[src/rtl/vdp_port_decode.sv]
module vdp_port_decode #(
  parameter int          ADDR_W   = 23,
  parameter logic [15:0] BASE     = 16'hC000,
  parameter logic [15:0] UNMAPPED = 16'hFFFF
) (
  input  logic              clk,
  input  logic              rst_n,
  input  logic              bus_sel,
  input  logic              bus_wr,
  input  logic [ADDR_W:1]   bus_addr,
  input  logic              bus_uds,
  input  logic              bus_lds,
  input  logic [15:0]       bus_wdata,
  output logic [15:0]       bus_rdata,
  input  logic [15:0]       dport_rdata,
  input  logic [15:0]       cport_rdata,
  input  logic [15:0]       cnt_in,
  output logic              dport_we,
  output logic [15:0]       dport_wdata,
  output logic              cport_we,
  output logic [15:0]       cport_wdata,
  output logic              snd_we,
  output logic [7:0]        snd_wdata,
  output logic              unused_we,
  output logic [7:0]        unused_wdata
);
  localparam logic [5:0] OFF_DATA = 6'd0;
  localparam logic [5:0] OFF_CTRL = 6'd1;
  localparam logic [5:0] OFF_CNT  = 6'd2;
  localparam logic [5:0] OFF_SND0 = 6'd4;
  localparam logic [5:0] OFF_SND1 = 6'd5;

  logic        hit, wr_ok, rd_ok, is_snd;
  logic [5:0]  off;
  logic [7:0]  lane;
  logic [15:0] wword, rword;

  assign hit    = bus_addr[ADDR_W:8] == BASE;
  assign off    = bus_addr[7:2];
  assign is_snd = (off == OFF_SND0) || (off == OFF_SND1);
  assign wr_ok  = bus_sel && bus_wr && hit && (bus_uds || bus_lds);
  assign rd_ok  = bus_sel && !bus_wr && hit;
  assign lane   = bus_uds ? bus_wdata[15:8] : bus_wdata[7:0];
  assign wword  = (bus_uds && bus_lds) ? bus_wdata : {lane, lane};

  always_comb begin
    case (off)
      OFF_DATA: rword = dport_rdata;
      OFF_CTRL: rword = cport_rdata;
      OFF_CNT:  rword = cnt_in;
      default:  rword = UNMAPPED;
    endcase
  end

  always_ff @(posedge clk) begin
    if (!rst_n) begin
      dport_we     <= 1'b0;
      cport_we     <= 1'b0;
      snd_we       <= 1'b0;
      unused_we    <= 1'b0;
      dport_wdata  <= '0;
      cport_wdata  <= '0;
      snd_wdata    <= '0;
      unused_wdata <= '0;
      bus_rdata    <= '0;
    end else begin
      dport_we  <= wr_ok && (off == OFF_DATA);
      cport_we  <= wr_ok && (off == OFF_CTRL);
      snd_we    <= wr_ok && is_snd && bus_lds;
      unused_we <= wr_ok && is_snd && !bus_lds;
      if (wr_ok && off == OFF_DATA) dport_wdata <= wword;
      if (wr_ok && off == OFF_CTRL) cport_wdata <= wword;
      if (wr_ok && is_snd && bus_lds) snd_wdata <= bus_wdata[7:0];
      if (wr_ok && is_snd && !bus_lds) unused_wdata <= bus_wdata[15:8];
      if (rd_ok) bus_rdata <= rword;
    end
  end
endmodule

[config.mk]
export PLATFORM = sky130hd
export DESIGN_NAME = vdp_port_decode
export DESIGN_NICKNAME = d
export VERILOG_FILES = /design/src/rtl/vdp_port_decode.sv
export SDC_FILE = /design/constraint.sdc
export NUM_CORES = 1
export LEC_CHECK = 0
export BUFFER_PORTS_ARGS = -buffer_cell sky130_fd_sc_hd__buf_2
export CORE_ASPECT_RATIO = 0.8
export CORE_MARGIN = 2
export CORE_UTILIZATION = 42
export CTS_BUF_LIST = sky130_fd_sc_hd__clkbuf_8
export DETAILED_ROUTE_END_ITERATION = 12
export PLACE_DENSITY_LB_ADDON = 0.08
export SKIP_LAST_GASP = 1
export SLEW_MARGIN = 5
export SYNTH_ARGS = -nofsm -noshare
export SYNTH_HDL_FRONTEND = slang
export SYNTH_SLANG_ARGS = --single-unit
export TNS_END_PERCENT = 20
[constraint.sdc]
create_clock -name clk -period 2.26 [get_ports clk]
set_input_delay 0.226 -clock clk [delete_from_list [all_inputs] [get_ports clk]]
set_output_delay 0.226 -clock clk [all_outputs]
set_load 0.02 [all_outputs]
==> results.json <==
{
  "clock_sinks": 68,
  "path_max_fanout": 16,
  "synth_cell_types": 33,
  "worst_pin_slew_ns": 0.7163,
  "final_cells": 571,
  "yosysWarnings": 0,
  "max_freq_ghz": 0.5625,
  "finalSetupViolations": 0,
  "p_int_mw": 1.789,
  "fin_skew_ns": 0,
  "wl_per_cell_um": 15.51,
  "cp.arrival_ns": 2.05,
  "dieArea_mm2": 0.008108,
  "drc": 0,
  "max_stage_delay_ns": 0.75,
  "ys_seq_area_share_pct": 43.80,
  "maxSlewHeadroom_pct": 52.25,
  "slew_violations": 0,
  "end_kind": "flip-flop",
  "clock_latency_ns": 0.34,
  "critPathKind": "input port to flip-flop",
  "htree_levels": 3,
  "cp_top_family": "simple AND/OR/NAND/NOR gates",
  "use_met1_pct": 29.64,
  "root_buffer": "clkbuf_8",
  "drtPass1Iterations": 5,
  "post_cts_resized": 0,
  "yosys.area.top_type_share_pct": 43.80,
  "required_ns": 2.53,
  "grtUsageMet2_pct": 35.17,
  "crit_path_start_kind": "input port",
  "rows": 28,
  "outcome": "finished clean",
  "grt_pass1_wl_um": 14010,
  "fin_crit_sh_pct": 78.66,
  "hold_violations": 0,
  "final_cell_mix": "buf_2 (159), dfxtp_1 (68), nand2_1 (51), mux2i_1 (32), or3_1 (18)",
  "dp_hpwl_um": 6676,
  "period_needed_ns": 1.778,
  "maxCapViolCount": 0,
  "nets": 569,
  "gp_congestion": 0.8169,
  "track_usage_pct": 21.89,
  "num_vias": 3041,
  "die_x_um": 100.2,
  "p_per_area_mw_per_mm2": 562.8,
  "core_mm2": 0.007287,
  "drive_gt1_share_pct": 42.20,
  "synthCells": 326,
  "power.switching_mw": 0.5551,
  "final_common_cell": "buf_2",
  "grt_overflow": 0,
  "dp_cells": 555,
  "yosys.area.top_type": "dfxtp_1",
  "syn_area_per_cell_um2": 9.534,
  "comb_power_share_pct": 8.4,
  "grt_antenna_before_repair": 0,
  "crit_slowest_cell": "or4_1",
  "cts_buffers": 9,
  "p_sw_share_pct": 23.68,
  "post_cts.repair.setup_buffers": 0,
  "synth.area.top_cells": "dfxtp_1 (44%), mux2i_1 (10%), nand2_1 (6.2%), mux2_2 (5.8%), o221ai_1 (4.5%)",
  "setup_tns_ns": 0,
  "p_seq_share_pct": 51.1,
  "total_power_mw": 2.344,
  "synth_area_mm2": 0.003108,
  "crit_buf_inv": 1,
  "path_clk_slew_ns": 0.07,
  "grt_max_degree": 50,
  "syn_to_final_growth_pct": 33.98,
  "clockBufferDepth": 2,
  "cts_tree": "built",
  "hold_path_class": "input port to flip-flop",
  "synth_nets": 419,
  "drtIter0Drc": 170,
  "die_h_um": 80.94,
  "ios": 161,
  "cp_cell_sequence": "buf_2 > nor4_1 > nand3_1 > or4_1 > o2bb2ai_1",
  "initial_core_util_pct": 42.65,
  "met3_usage_pct": 6.713,
  "busiest_layer": "met2",
  "num_antenna_cells": 0,
  "ir_drop_mv": 0.3057,
  "io_buffers": 159,
  "rsz0062_at_grt": "no",
  "drt-total-wl_um": 8857,
  "power_frac_clock_pct": 40.5,
  "ys_ff_latch": 68,
  "drt-vias-per-instance": 5.326,
  "grt_pass1_vias": 2877,
  "ant_nets": 0,
  "postCtsHoldBufs": 0,
  "p_leak_nw": 1.821,
  "utilization_pct": 57.14
}
synthesized netlist by cell type:
| cell type | instances |
|---|---|
| clkbuf_1 | 23 |
| or4_4 | 1 |
| o21a_1 | 1 |
| and4b_1 | 1 |
| nand3_1 | 3 |
| nand4b_1 | 1 |
| buf_6 | 3 |
| o31a_1 | 1 |
| o221ai_1 | 16 |
| nor4_4 | 2 |
| or2_1 | 1 |
| nor3_1 | 1 |
| nor4_1 | 2 |
| nor4b_1 | 1 |
| buf_2 | 1 |
| nand4_1 | 17 |
| o2bb2ai_1 | 16 |
| clkinv_1 | 1 |
| mux2i_1 | 32 |
| o31ai_1 | 16 |
| mux2_2 | 16 |
| nor2b_1 | 1 |
| and3_1 | 2 |
| dfxtp_1 | 68 |
| nand2_1 | 51 |
| and4_1 | 1 |
| or3b_2 | 1 |
| or4_1 | 1 |
| nor2_1 | 6 |
| nand2b_1 | 2 |
| buf_1 | 3 |
| a21oi_1 | 16 |
| or3_1 | 18 |
path summary, 6_finish.rpt:
path	start	to	slack, ns	cells after the start
min reg2reg	cport_wdata[10]	cport_wdata[10]	0.45	2
max reg2reg	unused_wdata[5]	unused_wdata[5]	1.62	2
max	bus_addr[9]	bus_rdata[8]	0.48	5
min	bus_wdata[8]	unused_wdata[0]	0.16	3
per-layer routing:
metal	wire (um)	up-vias	share of wire, %
met1	4243	1417	48
met2	4021	100	45
met4	20	0	0.23
met3	572	2	6.5
li1	-	1522	-
met5	0	-	0
cells by family after synthesis:
family	after synthesis	synth area share, %
buffers and inverters	31	4.508
multiplexers	48	16.10
flip-flops	68	43.80
AO/OA/AOI/OAI	66	15.98
AND/OR/NAND/NOR	113	19.61
worst min-delay path: cells and delay by family:
kind / cells / cell delay, ns
and+or+nand+nor: 1 / 0.06
AOI/OAI and AO/OA: 1 / 0.06
buffers and inverters: 1 / 0.11
final cells by class:
cell class                 instances  area, um^2
inverter                           1       3.754
sequential                        68        1361
clock inverter                     7       60.06
timing repair buffer             169       895.9
fill                             685        3123
clock buffer                       9       123.9
multi-input combinational        227        1607
tap                               90       112.6
registers in the layout, indices dropped and copies added, names as in the netlist:
name	flops
cport_we	1
snd_we	1
dport_we	1
unused_wdata	8
unused_we	1
dport_wdata	16
snd_wdata	8
bus_rdata	16
cport_wdata	16
metrics by stage:
| stage | hold slack (ns) | area (um^2) | setup WS, ns |
|---|---|---|---|
| after global placement | 0.4419 | 3980 | 0.2074 |
| final | 0.1632 | 4164 | 0.4822 |
| after floorplan | 0.3803 | 3108 | 0.06385 |
| after detailed placement | 0.4417 | 3980 | 0.1479 |
| after global routing | 0.1687 | 4164 | 0.3084 |
| after CTS | 0.1486 | 4164 | 0.5045 |
power by group through the flow:
stage | clock, mW | sequential (mW) | combinational, mW
2_1_floorplan | 0 | 1.23 | 0.0873
3_3_place_gp | 0 | 1.23 | 0.193
3_5_place_dp | 0 | 1.23 | 0.196
4_1_cts | 0.980 | 1.20 | 0.197
5_1_grt | 1.02 | 1.20 | 0.218
6_report | 0.949 | 1.20 | 0.197
Power figures use the tool's default switching activity.
